### src/rtl/torus_route_pkg.sv
package torus_route_pkg;

  // Two-bit move code carried in the route field, next move in the low bits
  typedef enum logic [1:0] {
    MV_XP = 2'b00,
    MV_XM = 2'b01,
    MV_YP = 2'b10,
    MV_YM = 2'b11
  } move_e;

  localparam int PORT_N  = 5;
  localparam int P_LOCAL = 0;
  localparam int P_XP    = 1;
  localparam int P_XM    = 2;
  localparam int P_YP    = 3;
  localparam int P_YM    = 4;
  localparam int MOVE_W  = 2;

endpackage

### src/rtl/hop_rst_sync.sv
module hop_rst_sync #(
  parameter int STAGES = 2
) (
  input  logic clk,
  input  logic arst_n,
  output logic srst_n
);

  logic [STAGES-1:0] chain_q;
  logic [STAGES-1:0] chain_nx;

  always_comb begin
    chain_nx = {chain_q[STAGES-2:0], 1'b1};
  end

  always_ff @(posedge clk or negedge arst_n) begin
    if (!arst_n) chain_q <= '0;
    else         chain_q <= chain_nx;
  end

  assign srst_n = chain_q[STAGES-1];

endmodule

### src/rtl/torus_wrap_step.sv
module torus_wrap_step #(
  parameter int K  = 4,
  parameter int CW = 2
) (
  input  logic [CW-1:0] coord_i,
  input  logic          inc_i,
  input  logic          dec_i,
  output logic [CW-1:0] coord_o
);

  localparam logic [CW-1:0] TOP = CW'(K - 1);

  always_comb begin
    coord_o = coord_i;
    if (inc_i) begin
      coord_o = (coord_i == TOP) ? '0 : coord_i + 1'b1;
    end else if (dec_i) begin
      coord_o = (coord_i == '0) ? TOP : coord_i - 1'b1;
    end
  end

endmodule

### src/rtl/torus_hop_decode.sv
module torus_hop_decode
  import torus_route_pkg::*;
#(
  parameter int K         = 4,
  parameter int CW        = 2,
  parameter int MAX_MOVES = 12,
  parameter int RW        = 24,
  parameter int HW        = 4
) (
  input  logic [CW-1:0]     my_x,
  input  logic [CW-1:0]     my_y,
  input  logic [CW-1:0]     dst_x,
  input  logic [CW-1:0]     dst_y,
  input  logic [RW-1:0]     route,
  input  logic [HW-1:0]     hops,
  output logic              is_local,
  output logic              bad,
  output logic [PORT_N-1:0] port,
  output logic [CW-1:0]     nbr_x,
  output logic [CW-1:0]     nbr_y,
  output logic [RW-1:0]     route_nx,
  output logic [HW-1:0]     hops_nx
);

  localparam logic [HW-1:0] HOP_LIMIT = HW'(MAX_MOVES);

  move_e       move;
  logic        len_bad;
  logic [1:0]  step_inc;
  logic [1:0]  step_dec;
  logic [CW-1:0] here  [2];
  logic [CW-1:0] there [2];

  always_comb begin
    move     = move_e'(route[MOVE_W-1:0]);
    is_local = (dst_x == my_x) && (dst_y == my_y);
    len_bad  = (hops == '0) || (hops > HOP_LIMIT);
    bad      = !is_local && len_bad;
  end

  always_comb begin
    port = '0;
    if (is_local) begin
      port[P_LOCAL] = 1'b1;
    end else begin
      case (move)
        MV_XP:   port[P_XP] = 1'b1;
        MV_XM:   port[P_XM] = 1'b1;
        MV_YP:   port[P_YP] = 1'b1;
        default: port[P_YM] = 1'b1;
      endcase
    end
  end

  always_comb begin
    step_inc[0] = !is_local && (move == MV_XP);
    step_dec[0] = !is_local && (move == MV_XM);
    step_inc[1] = !is_local && (move == MV_YP);
    step_dec[1] = !is_local && (move == MV_YM);
    here[0]     = my_x;
    here[1]     = my_y;
  end

  for (genvar d = 0; d < 2; d++) begin : g_axis
    torus_wrap_step #(.K(K), .CW(CW)) u_step (
      .coord_i (here[d]),
      .inc_i   (step_inc[d]),
      .dec_i   (step_dec[d]),
      .coord_o (there[d])
    );
  end

  always_comb begin
    nbr_x    = there[0];
    nbr_y    = there[1];
    route_nx = is_local ? route : (route >> MOVE_W);
    hops_nx  = is_local ? hops  : (hops - 1'b1);
  end

endmodule

### src/rtl/hop_out_reg.sv
module hop_out_reg #(
  parameter int W = 8
) (
  input  logic         clk,
  input  logic         rst_n,
  input  logic         advance_en,
  input  logic         load_en,
  input  logic         valid_d,
  input  logic [W-1:0] data_d,
  output logic         valid_q,
  output logic [W-1:0] data_q
);

  logic valid_nx;

  always_comb begin
    valid_nx = advance_en ? valid_d : valid_q;
  end

  always_ff @(posedge clk or negedge rst_n) begin
    if (!rst_n) valid_q <= 1'b0;
    else        valid_q <= valid_nx;
  end

  always_ff @(posedge clk) begin
    if (load_en) data_q <= data_d;
  end

endmodule

### src/rtl/torus_hop_router.sv
module torus_hop_router
  import torus_route_pkg::*;
#(
  parameter int K         = 4,
  parameter int MAX_MOVES = 12,
  parameter int CW        = (K > 2) ? $clog2(K) : 1,
  parameter int HW        = $clog2(MAX_MOVES + 1),
  parameter int RW        = 2 * MAX_MOVES
) (
  input  logic          clk,
  input  logic          rst_n,
  input  logic [CW-1:0] my_x,
  input  logic [CW-1:0] my_y,
  input  logic          in_valid,
  output logic          in_ready,
  input  logic [CW-1:0] in_src_x,
  input  logic [CW-1:0] in_src_y,
  input  logic [CW-1:0] in_dst_x,
  input  logic [CW-1:0] in_dst_y,
  input  logic [RW-1:0] in_route,
  input  logic [HW-1:0] in_hops,
  output logic          out_valid,
  input  logic          out_ready,
  output logic [4:0]    out_port,
  output logic [CW-1:0] out_nbr_x,
  output logic [CW-1:0] out_nbr_y,
  output logic [CW-1:0] out_src_x,
  output logic [CW-1:0] out_src_y,
  output logic [CW-1:0] out_dst_x,
  output logic [CW-1:0] out_dst_y,
  output logic [RW-1:0] out_route,
  output logic [HW-1:0] out_hops,
  output logic          drop_err
);

  localparam int PW = PORT_N + 6 * CW + RW + HW;

  logic              srst_n;
  logic              is_local;
  logic              bad;
  logic [PORT_N-1:0] dec_port;
  logic [CW-1:0]     dec_nbr_x;
  logic [CW-1:0]     dec_nbr_y;
  logic [RW-1:0]     dec_route;
  logic [HW-1:0]     dec_hops;
  logic              accept;
  logic              load_en;
  logic              valid_d;
  logic [PW-1:0]     pay_d;
  logic [PW-1:0]     pay_q;
  logic              err_q;
  logic              err_nx;

  hop_rst_sync #(.STAGES(2)) u_rst (
    .clk    (clk),
    .arst_n (rst_n),
    .srst_n (srst_n)
  );

  torus_hop_decode #(
    .K(K), .CW(CW), .MAX_MOVES(MAX_MOVES), .RW(RW), .HW(HW)
  ) u_dec (
    .my_x     (my_x),
    .my_y     (my_y),
    .dst_x    (in_dst_x),
    .dst_y    (in_dst_y),
    .route    (in_route),
    .hops     (in_hops),
    .is_local (is_local),
    .bad      (bad),
    .port     (dec_port),
    .nbr_x    (dec_nbr_x),
    .nbr_y    (dec_nbr_y),
    .route_nx (dec_route),
    .hops_nx  (dec_hops)
  );

  always_comb begin
    in_ready = !out_valid || out_ready;
    accept   = in_valid && in_ready;
    load_en  = accept && !bad;
    valid_d  = in_valid && !bad;
    pay_d    = {dec_port, dec_nbr_x, dec_nbr_y, in_src_x, in_src_y,
                in_dst_x, in_dst_y, dec_route, dec_hops};
    err_nx   = accept && bad;
  end

  hop_out_reg #(.W(PW)) u_out (
    .clk        (clk),
    .rst_n      (srst_n),
    .advance_en (in_ready),
    .load_en    (load_en),
    .valid_d    (valid_d),
    .data_d     (pay_d),
    .valid_q    (out_valid),
    .data_q     (pay_q)
  );

  always_ff @(posedge clk or negedge srst_n) begin
    if (!srst_n) err_q <= 1'b0;
    else         err_q <= err_nx;
  end

  assign {out_port, out_nbr_x, out_nbr_y, out_src_x, out_src_y,
          out_dst_x, out_dst_y, out_route, out_hops} = pay_q;
  assign drop_err = err_q;

  logic unused_local;
  assign unused_local = is_local;

endmodule

### config.mk
export PLATFORM = sky130hd
export DESIGN_NAME = torus_hop_router
export DESIGN_NICKNAME = d
export VERILOG_FILES = /design/src/rtl/torus_route_pkg.sv /design/src/rtl/hop_rst_sync.sv /design/src/rtl/torus_wrap_step.sv /design/src/rtl/torus_hop_decode.sv /design/src/rtl/hop_out_reg.sv /design/src/rtl/torus_hop_router.sv
export SDC_FILE = /design/constraint.sdc
export NUM_CORES = 1
export LEC_CHECK = 0
export ABC_AREA = 1
export CELL_PAD_IN_SITES_DETAIL_PLACEMENT = 0
export CELL_PAD_IN_SITES_GLOBAL_PLACEMENT = 1
export CORE_UTILIZATION = 25
export CTS_CLUSTER_DIAMETER = 40
export DETAILED_ROUTE_END_ITERATION = 7
export DONT_BUFFER_PORTS = 1
export PLACE_DENSITY = 0.45
export SLEW_MARGIN = 25
export SYNTH_ARGS = -nofsm -noshare
export SYNTH_HDL_FRONTEND = slang
export SYNTH_HIERARCHICAL = 1
export SYNTH_SLANG_ARGS = --single-unit
### constraint.sdc
create_clock -name clk -period 0.9 [get_ports clk]
set_clock_uncertainty 0.05 [all_clocks]
set_input_delay 0.135 -clock clk [delete_from_list [all_inputs] [get_ports clk]]
set_output_delay 0.135 -clock clk [all_outputs]
set_load 0.03 [all_outputs]
* Word level (Yosys, flattened, before mapping) *
Cells that the tools add are included.

cells by class
  add/sub/neg operators = 5
  order comparisons = 1
  equal/unequal tests = 7
  multiplexer cells = 15
  reductions and logical operators = 20

operators by type and width
  cell                                                                 number
  22-bit 2-to-1 mux                                                    1
  2-bit 2-to-1 mux                                                     8
  1-bit logical AND                                                    10
  2-bit == test (second input constant)                                4
  2-bit zero test                                                      3
  1-bit 2-to-1 mux                                                     5
  2-bit by 1-bit adder with 2-bit output (second input constant)       2
  2-bit == test                                                        2
  4-bit > comparator (second input constant)                           1
  4-bit zero test                                                      1
  4-bit 2-to-1 mux                                                     1
  2-bit by 1-bit subtractor with 2-bit output (second input constant)  2
  4-bit by 1-bit subtractor with 4-bit output (second input constant)  1
  1-bit zero test                                                      3
  3-bit OR reduction                                                   1
  2-bit by 1-bit == test with 1-bit output (second input constant)     1
  1-bit logical OR                                                     2

word-level totals
  register bits after elaboration = 49
  bits of input ports = 44
  output and inout port bits = 48

* Longest topological paths before layout *
  depth in word-level cells = 6
  depth in mapped cells = 13
  depth with buffers taken out = 12

* Hierarchy *
Netlist, hierarchy kept.

by module, submodules not included
  module            instances  cells an instance  area an instance (µm²)
  hop_out_reg       1          50                 1391.3
  torus_hop_decode  1          140                616.8
  torus_wrap_step   2          18                 90.1
  torus_hop_router  1          10                 61.3
  hop_rst_sync      1          3                  53.8

* Least setup slack after synthesis *
Ideal clock, no wire load.

  kind = input -> register
  from = in my_x[1]
  to = reg u_out.data_q[0] (enable)
  arrival = 2.863 ns
  data required time = 0.401 ns
  path slack = -2.462 ns
  stages on the path = 11
  path through = inv_1 -> nand2_1 -> nand2_1 -> nor2_4 -> nand2_1 -> buf_6 -> inv_1 -> nor2_1 -> clkinv_1 -> nand2_1 -> nor2_1

between the ends
  longest elaborated chain between the ends = 6

ends and longest elaborated chain
  what                  RTL line                RTL
  from (decl)           torus_hop_router.sv:12  input logic [CW-1:0] my_x,
  2-bit == test         torus_hop_decode.sv:36  is_local = (dst_x == my_x) && (dst_y == my_y);
  1-bit logical AND     torus_hop_decode.sv:36
  named net is_local    torus_hop_router.sv:39  logic is_local;
  1-bit zero test       torus_hop_decode.sv:38  bad = !is_local && len_bad;
  1-bit logical AND     torus_hop_decode.sv:38
  named net bad         torus_hop_router.sv:40  logic bad;
  1-bit zero test       torus_hop_router.sv:81  load_en = accept && !bad;
  1-bit logical AND     torus_hop_router.sv:81
  named net load_en     torus_hop_router.sv:47  logic load_en;
  to (signal assigned)  hop_out_reg.sv:26       if (load_en) data_q <= data_d;
  to (decl)             hop_out_reg.sv:11       output logic [W-1:0] data_q

The timed path passes the listed nets, and every way through them passes these cells.
A chain may end at the register's enable or synchronous reset.

* Final worst setup path *
  from = reg u_out.valid_q
  to = out in_ready

between the ends
  longest elaborated chain between the ends = 2

ends and longest elaborated chain
  what                    RTL line                RTL
  from (decl)             hop_out_reg.sv:10       output logic valid_q,
  from (signal assigned)  hop_out_reg.sv:22       else valid_q <= valid_nx;
  1-bit zero test         torus_hop_router.sv:79  in_ready = !out_valid || out_ready;
  1-bit logical OR        torus_hop_router.sv:79
  to (decl)               torus_hop_router.sv:15  output logic in_ready,

No other way between the ends.

==> flow_results.xml <==
<?xml version="1.0" encoding="UTF-8"?>
<metrics>
  <group name="placement">
    <metric name="place_worst_setup_slack" unit="ns">-0.542</metric>
    <metric name="io_buffers" unit="">0</metric>
    <metric name="hpwlAfterDp" unit="mm">3.63</metric>
    <metric name="routabilityCongestion" unit="">0.723</metric>
  </group>
  <group name="drt">
    <metric name="overall_via_count_from_detail_route" unit="">1798</metric>
    <metric name="wire_per_inst" unit="um">14.2</metric>
    <metric name="ant_nets" unit="">0</metric>
    <metric name="first_iter_violations" unit="">55</metric>
    <metric name="avgViaCountPerCell" unit="">4.33</metric>
    <metric name="detail_route.drc_violations" unit="">8</metric>
    <metric name="totalWireLength" unit="mm">5.89</metric>
    <metric name="drtPass1Iterations" unit="">6</metric>
  </group>
  <group name="cells_and_area">
    <metric name="antennaDiodeCount" unit="">0</metric>
    <metric name="postLayoutCoreUtil" unit="">0.389</metric>
    <metric name="area.growth.synth_to_final" unit="%">48.6</metric>
    <metric name="fraction_of_layout_instances_using_a_drive_strength_above_1" unit="">0.270</metric>
    <metric name="final_net_count" unit="">355</metric>
  </group>
  <group name="clocking">
    <metric name="cts_max_path_buffers" unit="">2</metric>
    <metric name="cts_htree_levels" unit="">2</metric>
    <metric name="numClockSinks" unit="">49</metric>
    <metric name="worst_skew_pair.late_latency" unit="ns">0.29</metric>
    <metric name="cts.root.buffer_cell" unit="">sky130_fd_sc_hd__clkbuf_8</metric>
    <metric name="tritoncts" unit="">yes</metric>
    <metric name="cts_buffers" unit="">5</metric>
    <metric name="clk_transition_reported_paths" unit="ns">0.10</metric>
  </group>
  <group name="logic_synthesis">
    <metric name="count_of_flip_flops_with_a_built_in_enable_after_synthesis" unit="">45</metric>
    <metric name="fraction_of_registers_with_async_set_or_reset_after_synthesis" unit="">0.0816</metric>
    <metric name="netlist_area_before_placement" unit="sq um">2300</metric>
    <metric name="area_contributors_post_synth" unit="">sky130_fd_sc_hd__edfxtp_1 59%, sky130_fd_sc_hd__nand2_1 15%, sky130_fd_sc_hd__nand3_1 6.3%, sky130_fd_sc_hd__inv_1 4.9%, sky130_fd_sc_hd__dfrtp_1 4.3%</metric>
    <metric name="yosys.cell_count.top_type" unit="">sky130_fd_sc_hd__nand2_1</metric>
    <metric name="synth.top_cell.area_share" unit="">0.587</metric>
    <metric name="netlist_top_cells_count" unit="">91 x sky130_fd_sc_hd__nand2_1, 45 x sky130_fd_sc_hd__edfxtp_1, 30 x sky130_fd_sc_hd__inv_1</metric>
    <metric name="ys_seq_elements" unit="">49</metric>
    <metric name="synthFlopType" unit="">sky130_fd_sc_hd__edfxtp_1</metric>
    <metric name="post_syn_nets" unit="">288</metric>
    <metric name="synth_area_leader_cell" unit="">sky130_fd_sc_hd__edfxtp_1</metric>
    <metric name="post_synth.cell_area_avg" unit="sq um">9.64</metric>
    <metric name="synth-warning-count" unit="">6</metric>
    <metric name="synth.lib_cells_used.distinct" unit="">18</metric>
    <metric name="syn_inst" unit="">239</metric>
    <metric name="seq_area_frac_synth" unit="">0.630</metric>
  </group>
  <group name="power">
    <metric name="power_density" unit="nW/um^2">1600</metric>
    <metric name="overall_power_after_layout" unit="mW">5.48</metric>
    <metric name="p_leak" unit="nW">1.47</metric>
    <metric name="vdd.ir_drop.worst" unit="uV">604</metric>
  </group>
  <group name="min_path">
    <metric name="worst_hold_path_type" unit="">in -&gt; reg</metric>
  </group>
  <group name="floorplanning">
    <metric name="placeableCoreArea" unit="sq um">8810</metric>
    <metric name="chipHeight" unit="um">98.0</metric>
    <metric name="io_pins" unit="">92</metric>
    <metric name="initial_core_util" unit="">0.262</metric>
    <metric name="number_of_cell_rows" unit="">34</metric>
    <metric name="die_width" unit="um">98.0</metric>
    <metric name="floorplan.die_area" unit="sq um">9600</metric>
  </group>
  <group name="outcome">
    <metric name="failed_checks" unit="">design-rule violations, negative setup slack</metric>
    <metric name="run_status" unit="">finished, violations left</metric>
  </group>
  <group name="sta">
    <metric name="fin_hold_ws" unit="ns">0.0118</metric>
    <metric name="finalCriticalPeriod" unit="ns">1.30</metric>
    <metric name="report.final.hold_viol_count" unit="">0</metric>
    <metric name="setup_ws" unit="ns">-0.402</metric>
    <metric name="setup_viol" unit="">98</metric>
    <metric name="finalCritPeriodShare" unit="">1.45</metric>
    <metric name="rsz0062_at_grt" unit="">yes</metric>
    <metric name="timing.final.max_slew_violations" unit="">0</metric>
    <metric name="timing_limited_maximum_frequency" unit="MHz">768</metric>
    <metric name="fin_setup_tns" unit="ns">-22.34</metric>
  </group>
  <group name="critical_path">
    <metric name="crit_required" unit="ns">0.71</metric>
    <metric name="cp.arrival" unit="ns">1.12</metric>
    <metric name="crit_fanout" unit="">2</metric>
    <metric name="setup.worst_path.start_class" unit="">flop</metric>
    <metric name="r2r_setup_slack" unit="ns">-0.38</metric>
    <metric name="worst_setup_path_end_kind" unit="">output port</metric>
    <metric name="critical_setup_path_kind" unit="">reg -&gt; out</metric>
  </group>
  <group name="run">
    <metric name="max_cap_violations" unit="">0</metric>
  </group>
  <group name="global_route">
    <metric name="grt_pass1_vias" unit="">1873</metric>
    <metric name="groute.usage.overall" unit="">0.127</metric>
    <metric name="grt_pass1_wl" unit="mm">9.43</metric>
    <metric name="antenna_violations_before_repair" unit="">0</metric>
    <metric name="grt_start_max_net_pins" unit="">29</metric>
    <metric name="grt_overflow_total" unit="">0</metric>
  </group>
</metrics>
-- metrics by stage --
stage | std cells | instance area, sq um
CTS | 412 | 3300
finish | 415 | 3420
floorplan | 239 | 2400
detailed placement | 356 | 2660
global placement | 356 | 2660
global route | 415 | 3420
-- worst max-delay path, cell delays in order (launching register included) --
cell and delay, ns:
sky130_fd_sc_hd__dfrtp_2 0.37, sky130_fd_sc_hd__inv_2 0.04, sky130_fd_sc_hd__nor2_4 0.12, sky130_fd_sc_hd__buf_6 0.13, sky130_fd_sc_hd__inv_6 0.03, sky130_fd_sc_hd__buf_12 0.12
-- kinds of logic (layout without fill, tap and decap cells) --
logic type               Yosys count  count (layout)  share of synthesized area
buffers and inverters             39             107                     0.0744
other                              1               1                    0.00163
flip-flops                        49              49                      0.630
XOR/XNOR                           1               1                    0.00380
adder cells (fa/ha/maj)            5               5                     0.0272
AND/OR/NAND/NOR                  144             144                      0.263
-- registers in the layout, summed over array words and instances (netlist names) --
name,flops
u_out/valid_q,1
u_rst/chain_q,2
drop_err,1
u_out/data_q,45
-- timing repair --
action,in CTS,in global routing
buffers inserted,6,3
gates cloned,2,3
pin swaps,3,5
endpoints found under the setup margin,99,125
endpoints found under the hold margin,41,1
resized for setup,15,24
hold buffers,40,1
-- final timing paths --
kind / from / endpoint / cells after the start
setup / recovery: u_out/valid_q / in_ready / 5
hold / removal: in_route[14] / u_out/data_q[18] / 2
setup reg to reg: u_out/valid_q / u_out/data_q[39] / 5
hold reg to reg: u_rst/chain_q[0] / u_rst/chain_q[1] / 0
max in group asynchronous: rst_n / u_rst/chain_q[0] / 2
min in group asynchronous: u_rst/chain_q[1] / drop_err / 1
-- layer usage --
metal	vias up	share of wire	GRT usage
met3	7	0.072	0.0444
li1	899	-	-
met4	0	0.012	0.0420
met1	831	0.42	0.147
met2	61	0.50	0.217
met5	-	0	0
-- power breakdown --
part	internal [mW]	leakage [nW]	switching, mW
combinational	0.520	0.950	0.507
sequential	2.73	0.476	0.393
clock	0.553	0.0445	0.774
-- cells in the final DEF (no fill, tap or decap), drive strengths merged --
cell	Yosys	layout
buf	8	25
clkbuf	0	7
clkinv	1	3
clkinvlp	0	1
conb	1	1
dfrtp	4	4
dlygate4sd3	0	41
edfxtp	45	45
ha	5	5
inv	30	30
nand2	91	91
nand3	29	29
nand3b	2	2
nand4	1	1
nor2	20	20
nor3	1	1
xor2	1	1
-- area by class of cell --
type                       count  area [sq um]
sequential                    49          1450
tap                          108           135
timing repair buffer          68           777
clock inverter                 3          21.3
multi-input combinational    151           811
clock buffer                   5          68.8
inverter                      31           155
fill                         895          5380
(Power assumes the default switching activity.)
